==> src/rtl/pwm_guarded_pkg.sv <==
// Shared definitions for the guarded PWM.
// Assumes: all users compile this package first.
package pwm_guarded_pkg;

    // Output pair produced by the gate stage.
    typedef struct packed {
        logic gate;
        logic stb;
    } pgd_drive_t;

endpackage

==> src/rtl/pgd_timebase.sv <==
// Period counter and on-time command latch.
// The counter wraps naturally at 2**CNT_W. The command is captured on the
// last count of each period, so a new value only ever applies from count 0.
// Assumes: duty_cmd is synchronous to clk.
module pgd_timebase #(
    parameter int CNT_W = 9
) (
    input  logic             clk,
    input  logic             rst_n,
    input  logic [CNT_W-1:0] duty_cmd,
    output logic [CNT_W-1:0] cnt,
    output logic [CNT_W-1:0] duty_q,
    output logic             wrap
);
    localparam logic [CNT_W-1:0] CNT_LAST = {CNT_W{1'b1}};

    assign wrap = (cnt == CNT_LAST);

    // Free-running period counter.
    always_ff @(posedge clk) begin
        if (!rst_n) cnt <= '0;
        else        cnt <= cnt + 1'b1;
    end

    // Capture the command at the period boundary only.
    always_ff @(posedge clk) begin
        if (!rst_n)    duty_q <= '0;
        else if (wrap) duty_q <= duty_cmd;
    end
endmodule

==> src/rtl/pgd_uvlo.sv <==
// Undervoltage lockout with hysteresis on a digital input-voltage code.
// Leaves lockout when the code is above RISE, enters it when below FALL.
// Assumes: FALL < RISE and vin_code is synchronous to clk.
module pgd_uvlo #(
    parameter int VIN_W = 12,
    parameter int RISE  = 1877,
    parameter int FALL  = 1775
) (
    input  logic             clk,
    input  logic             rst_n,
    input  logic [VIN_W-1:0] vin_code,
    output logic             locked
);
    localparam logic [VIN_W-1:0] RISE_C = VIN_W'(RISE);
    localparam logic [VIN_W-1:0] FALL_C = VIN_W'(FALL);

    // Lockout state: starts locked, moves only across the matching threshold.
    always_ff @(posedge clk) begin
        if (!rst_n)                              locked <= 1'b1;
        else if (locked && (vin_code > RISE_C))  locked <= 1'b0;
        else if (!locked && (vin_code < FALL_C)) locked <= 1'b1;
    end
endmodule

==> src/rtl/pgd_gate.sv <==
// Gate and sample-strobe stage with per-period blanking.
// A block flag is raised by overcurrent or lockout and is re-evaluated only
// at the period boundary, so a pulse never restarts mid-period.
// Assumes: cnt, duty_q and wrap come from pgd_timebase.
module pgd_gate
    import pwm_guarded_pkg::*;
#(
    parameter int CNT_W = 9
) (
    input  logic             clk,
    input  logic             rst_n,
    input  logic [CNT_W-1:0] cnt,
    input  logic [CNT_W-1:0] duty_q,
    input  logic             wrap,
    input  logic             oc_flag,
    input  logic             locked,
    output pgd_drive_t       drive
);
    logic blk;
    logic live;
    logic [CNT_W-1:0] mid;

    assign live = !blk && !oc_flag && !locked;
    assign mid  = duty_q >> 1;

    // Per-period blanking: accumulate faults, re-arm only at the wrap.
    always_ff @(posedge clk) begin
        if (!rst_n)    blk <= 1'b1;
        else if (wrap) blk <= oc_flag | locked;
        else           blk <= blk | oc_flag | locked;
    end

    // Registered gate and centre strobe, so no comparator glitch reaches the pins.
    always_ff @(posedge clk) begin
        if (!rst_n) begin
            drive <= '0;
        end else begin
            drive.gate <= live && (cnt < duty_q);
            drive.stb  <= live && (duty_q != '0) && (cnt == mid);
        end
    end
endmodule

==> src/rtl/pwm_guarded.sv <==
// Guarded pulse-width modulator: period counter, undervoltage lockout and
// gate stage with overcurrent blanking and a centred sample strobe.
// Assumes: all inputs synchronous to clk; synchronous active-low reset.
module pwm_guarded
    import pwm_guarded_pkg::*;
#(
    parameter int CNT_W   = 9,
    parameter int VIN_W   = 12,
    parameter int UV_RISE = 1877,
    parameter int UV_FALL = 1775
) (
    input  logic             clk,
    input  logic             rst_n,
    input  logic [CNT_W-1:0] duty_cmd,
    input  logic [VIN_W-1:0] vin_code,
    input  logic             oc_flag,
    output logic             gate_out,
    output logic             sample_stb,
    output logic             lockout
);
    logic [CNT_W-1:0] cnt;
    logic [CNT_W-1:0] duty_q;
    logic             wrap;
    logic             locked;
    pgd_drive_t       drive;

    pgd_timebase #(.CNT_W(CNT_W)) u_tb (
        .clk(clk), .rst_n(rst_n), .duty_cmd(duty_cmd),
        .cnt(cnt), .duty_q(duty_q), .wrap(wrap)
    );

    pgd_uvlo #(.VIN_W(VIN_W), .RISE(UV_RISE), .FALL(UV_FALL)) u_uv (
        .clk(clk), .rst_n(rst_n), .vin_code(vin_code), .locked(locked)
    );

    pgd_gate #(.CNT_W(CNT_W)) u_gt (
        .clk(clk), .rst_n(rst_n), .cnt(cnt), .duty_q(duty_q), .wrap(wrap),
        .oc_flag(oc_flag), .locked(locked), .drive(drive)
    );

    assign gate_out   = drive.gate;
    assign sample_stb = drive.stb;
    assign lockout    = locked;
endmodule

==> config.mk <==
export PLATFORM = sky130hd
export DESIGN_NAME = pwm_guarded
export DESIGN_NICKNAME = d
export VERILOG_FILES = /design/src/rtl/pwm_guarded_pkg.sv /design/src/rtl/pgd_timebase.sv /design/src/rtl/pgd_uvlo.sv /design/src/rtl/pgd_gate.sv /design/src/rtl/pwm_guarded.sv
export SDC_FILE = /design/constraint.sdc
export NUM_CORES = 1
export LEC_CHECK = 0
export BUFFER_PORTS_ARGS = -buffer_cell sky130_fd_sc_hd__buf_2
export CAP_MARGIN = 20
export CELL_PAD_IN_SITES_DETAIL_PLACEMENT = 1
export CELL_PAD_IN_SITES_GLOBAL_PLACEMENT = 2
export CORE_ASPECT_RATIO = 1.1
export CORE_MARGIN = 2
export CORE_UTILIZATION = 32
export CTS_BUF_LIST = sky130_fd_sc_hd__clkbuf_16
export CTS_CLUSTER_DIAMETER = 50
export DETAILED_ROUTE_END_ITERATION = 8
export PLACE_DENSITY = 0.83
export SYNTH_ARGS = -nofsm -noshare
export SYNTH_HDL_FRONTEND = slang
export SYNTH_SLANG_ARGS = --single-unit
==> constraint.sdc <==
create_clock -name clk -period 2.67 [get_ports clk]
set_clock_uncertainty 0.2 [all_clocks]
set_input_delay 0 -clock clk [delete_from_list [all_inputs] [get_ports clk]]
set_output_delay 0 -clock clk [all_outputs]
set_load 0.005 [all_outputs]
[Word level (Yosys, flattened, before mapping)]
Cells that the tools add are included.
Cells by class
  add/subtract/negate cells: 1
  magnitude comparators: 3
  equality and inequality tests: 2
  muxes and demuxes: 3
  bitwise operators: 3
  reductions and logical operators: 12
Operators by type and width (count)
  $gt 12x11->1 const B: 1
  $lt 12x11->1 const B: 1
  $add 9x1->9 const B: 1
  $eq 9x8->1: 1
  $eq 9x9->1 const B: 1
  $lt 9x9->1: 1
  $reduce_bool 9->1: 1
  $logic_and 1x1->1: 7
  $logic_not 1->1: 3
  $mux 1: 3
  $or 1x1->1: 3
  $reduce_bool 2->1: 1
Storage, ports and cells
  register bits: 22
  output and inout port bits: 3

[Logic depth before layout (Yosys ltp)]
Gate-level depths: netlist (run 1).
  depth in word-level cells: 5
  gate-level depth with buffers: 7
  gate-level depth less buffers: 6

[By module]
From an unflattened synthesis (run 1), not the netlist that was laid out.
Unflattened totals
  cells, all modules: 129
  area, all modules: 1219.9 µm²
Modules (own cells, without submodules)
  pgd_timebase: times used 1, cells each 67, area an instance 721.9 µm², sequential area each 360.3 µm²
  pgd_gate: times used 1, cells each 52, area an instance 415.4 µm², sequential area each 60.1 µm²
  pgd_uvlo: times used 1, cells each 10, area an instance 82.6 µm², sequential area each 20.0 µm²

[Least setup slack after synthesis (run 1)]
No wires, ideal clock.
  path kind: flip-flop to flip-flop
  from: register u_tb.cnt[3]
  to: register u_tb.duty_q[0]
  library setup time: 0.116 ns
  arrival time: 1.601 ns
  required time: 2.354 ns
  setup slack: 0.753 ns
  stages on the path, launching flop included: 8
  path buffers: 1
  cells stage by stage: dfxtp_1 > and3_2 > nand2_1 > nor2_1 > ha_1 > clkbuf_1 > mux2i_1 > nor2b_1
On the way
  word-level cells in the longest chain between the ends: 1
RTL lines
  start: declaration: line pgd_timebase.sv:11  | output logic [CNT_W-1:0] cnt,
  start signal: assignment: line pgd_timebase.sv:22  | else cnt <= cnt + 1'b1;
  $eq 9x9->1: line pgd_timebase.sv:17  | assign wrap = (cnt == CNT_LAST);
  end signal: assignment: line pgd_timebase.sv:28  | else if (wrap) duty_q <= duty_cmd;
  end: declaration: line pgd_timebase.sv:12  | output logic [CNT_W-1:0] duty_q,
No other way between the ends.
A chain may end at the register's enable or synchronous reset.

[Final worst setup path (run 1)]
  from: register u_tb.cnt[4]
  to: register u_tb.duty_q[1]
Same word-level chain as after synthesis.

==> results.json, run 1 <==
{
  "status": "finished, final reports clean",
  "hpwl_um": 2310,
  "setup-tns-final_ps": 0,
  "area_growth_pct": 36.3,
  "cts_buffer_depth": 2,
  "multi_input_comb_area_um2": 738,
  "yosys-top-cells-count": "dfxtp_1 (22), ha_1 (10), nor2b_1 (10)",
  "synth_simple_gate_area_share_pct": 23.5,
  "synth_edf_count": 0,
  "grt_usage_pct": 16.6,
  "n_antenna_cell": 0,
  "nets": 209,
  "grt_max_degree": 22,
  "post_cts_buffers": 0,
  "num_vias": 1104,
  "cts_made_buffers": 3,
  "dieHeight_um": 68.5,
  "fill_cells": 449,
  "ys_seq_elements": 22,
  "core_area_mm2": 0.00363,
  "cp_data_required_time_ps": 2610,
  "root_buffer": "clkbuf_16",
  "max_slew_margin_pct": 74.8,
  "yosys.area_share.xor_xnor_pct": 7.95,
  "grt_pass1_vias": 1193,
  "min_period_ps": 2430,
  "clock-sinks": 22,
  "grt_antenna_before_repair": 0,
  "max_stage_delay_ps": 540,
  "grt_pass1_wl_um": 5490,
  "dieArea_mm2": 0.00429,
  "crit_arrival_ps": 2370,
  "syn_area_mm2": 0.00121,
  "max_cap_violations": 0,
  "finalSetupViolCount": 0,
  "final_antenna_net_count": 0,
  "crit_chain": "and3_2 -> nand2_1 -> nor2_1 -> ha_4 -> mux2i_1 -> nor2b_1 -> dlygate4sd3_1",
  "final-seq-area_um2": 440,
  "routedWlPerCell_um": 14.6,
  "synth_top_area_cell": "dfxtp_1",
  "grt_setup_unrepaired": "false",
  "cts_tree": "done",
  "synth.avg_cell_area_um2": 9.25,
  "hold_violations": 0,
  "via_per_inst": 4.93,
  "p_leak_nw": 0.641,
  "gp_congestion": 0.796,
  "hold_class": "flip-flop to flip-flop",
  "synthTopCellsByArea": "dfxtp_1 (36%), ha_1 (10%), mux2i_1 (7.4%)",
  "synth_top_area_share_pct": 36.4,
  "crit_fanout": 10,
  "cp-end-kind": "flip-flop",
  "synth_cells": 131,
  "total_power_mw": 0.725,
  "io_buffers": 26,
  "die_w_um": 62.7,
  "synth.area.mux_share_pct": 7.44,
  "worstSkewPairLatency_ps": 250,
  "htreeDepth": 1,
  "vdd_drop_max_mv": 0.304,
  "fp-row-count": 23,
  "drtIter0Drc": 55,
  "yosysMostFrequentCell": "dfxtp_1",
  "cts.reportedPaths.clkPinSlew_ps": 60,
  "whs_path_depth": 1,
  "synth_top_family_by_area": "simple AND/OR/NAND/NOR gates",
  "timing.final.crit_share_pct": 91.1,
  "ys.flop_type": "dfxtp_1",
  "drive_above_1_share_pct": 17.8,
  "totalWireLength_um": 3270,
  "worstMarginPinSlew_ps": 369,
  "drtPass1Iterations": 3,
  "fmax_mhz": 411,
  "overflow": 0,
  "ios": 27,
  "syn_nets": 165,
  "drv_slew": 0,
  "route.detailed.drc": 0,
  "critical_path_class": "flip-flop to flip-flop",
  "slowest_stage": "dlygate4sd3_1",
  "start_kind": "flip-flop",
  "p_per_area_mw_per_mm2": 439,
  "yosysWarnings": 0,
  "synth_compound_area_share_pct": 10.7,
  "post_synth_num_cell_types": 33,
  "start_util_pct": 33.4,
  "ff2ff_path_depth": 7,
  "synthArstFlopShare_pct": 0,
  "yosysSeqAreaShare_pct": 36.4,
  "yosys.area_share.adder_pct": 10.3
}
==> registers in the layout, summed over array words and instances (netlist names) <==
name,flops
u_tb.cnt,9
u_tb.duty_q,9
u_gt.drive,2
u_gt.blk,1
u_uv.locked,1
==> path summary, 6_finish.rpt <==
| path | from | endpoint | slack [ps] |
|---|---|---|---|
| max | u_tb.cnt[4]$_SDFF_PN0_ | u_tb.duty_q[1]$_SDFFE_PN0P_ | 240 |
| min | u_gt.blk$_SDFF_PN1_ | u_gt.drive[1]$_SDFF_PN0_ | 270 |
| max reg2reg | u_tb.cnt[4]$_SDFF_PN0_ | u_tb.duty_q[1]$_SDFFE_PN0P_ | 240 |
| min reg2reg | u_gt.blk$_SDFF_PN1_ | u_gt.drive[1]$_SDFF_PN0_ | 270 |
==> where the power goes <==
| part | leakage [nW] | switching, mW | internal (mW) | total [mW] |
|---|---|---|---|---|
| sequential | 0.178 | 0.00716 | 0.333 | 0.340 |
| clock | 0.0385 | 0.115 | 0.200 | 0.315 |
| combinational | 0.424 | 0.0277 | 0.0424 | 0.0701 |
==> per-layer routing <==
metal / global-route usage, % / wire length (µm) / up-vias
met4: 4.17 / 27 / 0
met2: 31.7 / 1710 / 25
met3: 3.73 / 122 / 4
li1: - / - / 552
met1: 19.1 / 1410 / 523
met5: 0 / 0 / -
==> layout make-up <==
type                       instances  area share [%]
timing repair buffer              43            18.2
clock inverter                     1           0.227
sequential                        22            26.7
clock buffer                       3            4.55
multi-input combinational         97            44.7
tap                               50            3.79
inverter                           8            1.82
==> cells by family after synthesis <==
family	Yosys count
simple gates	48
compound gates	19
fa+ha+maj	10
buf+inv	12
mux	9
xor+xnor	11
flops	22
==> layout by cell type (no fill, tap or decap), types with 2 or more instances in the layout <==
cell / Yosys / routed
xnor2_1: 7 / 7
and2_1: 6 / 6
buf_2: 0 / 26
ha_1: 10 / 9
a21oi_1: 2 / 2
nor2_1: 6 / 6
inv_1: 8 / 8
dlygate4sd3_1: 0 / 17
nand2_1: 3 / 3
o211ai_1: 2 / 2
nand3_1: 5 / 5
nand4_1: 3 / 3
or3_1: 3 / 3
clkbuf_16: 0 / 3
mux2i_1: 9 / 9
a21boi_0: 2 / 2
dfxtp_1: 22 / 22
a211oi_1: 2 / 2
xor2_1: 4 / 4
nand2b_1: 3 / 3
o21a_1: 2 / 2
nor4_1: 2 / 2
nor2b_1: 10 / 10
o21ai_0: 5 / 5
==> through the flow <==
step | hold WS (ps) | area [µm²] | worst slack (ps) | util, % | cells
2_1_floorplan | -78.2 | 1210 | 753 | - | 131
3_3_place_gp | 16.2 | 1390 | 624 | 38.3 | 203
3_5_place_dp | 29.1 | 1390 | 546 | 38.3 | 203
4_1_cts | 265 | 1640 | 10.0 | 45.2 | 224
5_1_grt | 313 | 1650 | 104 | 45.5 | 224
6_report | 269 | 1650 | 239 | 45.5 | 224
==> repair_timing <==
action	CTS	global route
hold buffers	17	0
gates resized for setup	0	2
hold endpoints to repair	22	0
endpoints found under the setup margin	0	4
==> critical path: cells and delay by family, from the launching register on <==
kind / cells / cell delay (ps)
flip-flops: 1 / 460
multiplexers: 1 / 220
AND/OR/NAND/NOR: 4 / 610
buffers and inverters: 1 / 540
adder cells (fa/ha/maj): 1 / 280
No activity file was read; power rests on OpenSTA's default activity.
==> inputs of run 2 (changes only) <==
--- a/config.mk
+++ b/config.mk
@@ -5,17 +5,17 @@
 export SDC_FILE = /design/constraint.sdc
 export NUM_CORES = 1
 export LEC_CHECK = 0
-export BUFFER_PORTS_ARGS = -buffer_cell sky130_fd_sc_hd__buf_2
 export CAP_MARGIN = 20
 export CELL_PAD_IN_SITES_DETAIL_PLACEMENT = 1
 export CELL_PAD_IN_SITES_GLOBAL_PLACEMENT = 2
 export CORE_ASPECT_RATIO = 1.1
 export CORE_MARGIN = 2
-export CORE_UTILIZATION = 32
+export CORE_UTILIZATION = 37
 export CTS_BUF_LIST = sky130_fd_sc_hd__clkbuf_16
 export CTS_CLUSTER_DIAMETER = 50
 export DETAILED_ROUTE_END_ITERATION = 8
-export PLACE_DENSITY = 0.83
+export DONT_BUFFER_PORTS = 1
+export PLACE_DENSITY = 0.82
 export SYNTH_ARGS = -nofsm -noshare
 export SYNTH_HDL_FRONTEND = slang
 export SYNTH_SLANG_ARGS = --single-unit
==> run 2 against run 1 <==
Compared with the run above: worst setup slack improved by 260 ps; fmax up 12%; sequential share of layout area increased by 3.2 points; utilization increased by 2.4 points; clock power is 34% higher; first-iteration DRC count is 67% lower; cell count is 21% lower.
==> results.json, run 2 (synthesis results as in run 1) <==
{
  "cts_made_buffers": 3,
  "clock-sinks": 22,
  "drtIter0Drc": 18,
  "vdd_drop_max_mv": 0.287,
  "dp.cells": 161,
  "fp-row-count": 21,
  "dieArea_mm2": 0.00375,
  "fin_cells": 178,
  "finalSetupViolCount": 0,
  "routedWlPerCell_um": 17.2,
  "grt_setup_unrepaired": "false",
  "drv_slew": 0,
  "dpl_cell_area_mm2": 0.00124,
  "fmax_mhz": 461,
  "post_cts_buffers": 0,
  "final_cell_mix": "dfxtp_1 (22), dlygate4sd3_1 (13), nor2b_1 (10), ha_1 (10), mux2i_1 (9)",
  "slowest_stage": "ha_1",
  "total_power_mw": 0.810,
  "drive_above_1_share_pct": 3.47,
  "p_per_area_mw_per_mm2": 550,
  "core_area_mm2": 0.00307,
  "cts_buffer_depth": 2,
  "p_leak_nw": 0.529,
  "hold_class": "input pin to flip-flop",
  "nets": 179,
  "num_vias": 1005,
  "worstMarginPinSlew_ps": 616,
  "hold_violations": 0,
  "crit_chain": "and3_2 -> nand2_1 -> nor2_1 -> ha_1 -> mux2i_1 -> nor2b_1",
  "totalWireLength_um": 3060,
  "cts.reportedPaths.clkPinSlew_ps": 60,
  "cts_hold_buf": 13,
  "ios": 27,
  "grt_pass1_vias": 1094,
  "crit_fanout": 10,
  "root_buffer": "clkbuf_16",
  "largest_registers": "u_tb.cnt: 9 flops, u_tb.duty_q: 9 flops, u_gt.drive: 2 flops",
  "design_area_mm2": 0.00147,
  "start_util_pct": 39.4,
  "gp_congestion": 0.800,
  "status": "finished, final reports clean",
  "ff2ff_setup_slack_ps": 500,
  "worstSkewPairLatency_ps": 250,
  "final_antenna_net_count": 0,
  "final-seq-area_um2": 440,
  "wl_met2_um": 1520,
  "drtPass1Iterations": 4,
  "setup-tns-final_ps": 0,
  "area_growth_pct": 21.7,
  "n_antenna_cell": 0,
  "hpwl_um": 2160,
  "via_per_inst": 5.65,
  "io_buffers": 0,
  "critical_path_class": "flip-flop to flip-flop",
  "cts_tree": "done",
  "cp_data_required_time_ps": 2620,
  "timing.final.crit_share_pct": 81.3,
  "cp-end-kind": "flip-flop",
  "grt_usage_pct": 18.2,
  "multi_input_comb_area_um2": 726,
  "wl_met3_um": 118,
  "dieHeight_um": 64.0,
  "fill_cells": 341,
  "layout_commonest_cell": "dfxtp_1",
  "cts_resized": 0,
  "max_stage_delay_ps": 540,
  "dr.max_layer_used": "met4",
  "start_kind": "flip-flop",
  "max_slew_margin_pct": 58.8,
  "grt_antenna_before_repair": 0,
  "min_period_ps": 2170,
  "die_w_um": 58.6,
  "grt_pass1_wl_um": 5210,
  "overflow": 0,
  "grt_max_degree": 22,
  "htreeDepth": 1,
  "route.detailed.drc": 0,
  "max_cap_violations": 0,
  "crit_arrival_ps": 2120,
  "m1WireLength_um": 1380
}
## run 2: cell count changes in the layout (fill, tap and decap cells not counted)
cell / change
ha_1: +1
buf_2: -26
clkinv_1: -1
bufinv_16: +1
dlygate4sd3_1: -4
ha_4: -1
## run 2: worst max-delay path: cells and delay by family (launching register included)
kind                       cells  cell delay [ps]
muxes                          1              270
DFF                            1              470
adders and majority gates      1              540
and+or+nand+nor                4              590
## run 2: area by class of cell
cell class	instances	area share, %
Clock inverter	1	2.04
Multi-Input combinational cell	97	49.2
Timing Repair Buffer	13	8.83
Clock buffer	3	5.09
Tap cell	34	2.89
Sequential cell	22	29.9
Inverter	8	2.04
## run 2: power breakdown
| part | switching (mW) | total [mW] | internal, mW |
|---|---|---|---|
| combinational | 0.0190 | 0.0492 | 0.0302 |
| clock | 0.123 | 0.421 | 0.298 |
| sequential | 0.00760 | 0.341 | 0.333 |
| total | 0.149 | 0.810 | 0.661 |
## run 2: final timing paths
kind / startpoint / end / cells past startpoint
max: u_tb.cnt[3]$_SDFF_PN0_ / u_tb.duty_q[8]$_SDFFE_PN0P_ / 6
max reg2reg: u_tb.cnt[3]$_SDFF_PN0_ / u_tb.duty_q[8]$_SDFFE_PN0P_ / 6
min reg2reg: u_gt.blk$_SDFF_PN1_ / u_gt.drive[1]$_SDFF_PN0_ / 1
min: oc_flag / u_gt.blk$_SDFF_PN1_ / 3
## run 2: routing by layer
metal  up-vias  GRT usage (%)
li1        494              -
met3         4           3.24
met5         -              0
met2        25           30.9
met4         0           5.52
met1       482           23.1
## run 2: stage by stage
step                      hold WS [ps]  utilization, %  setup slack [ps]
after detailed placement          -122            40.3               544
after global placement            -125            40.3               655
after CTS                          217            47.9               471
after global routing               233            47.9               376
final                              222            47.9               500
after floorplan                  -78.2               -               753
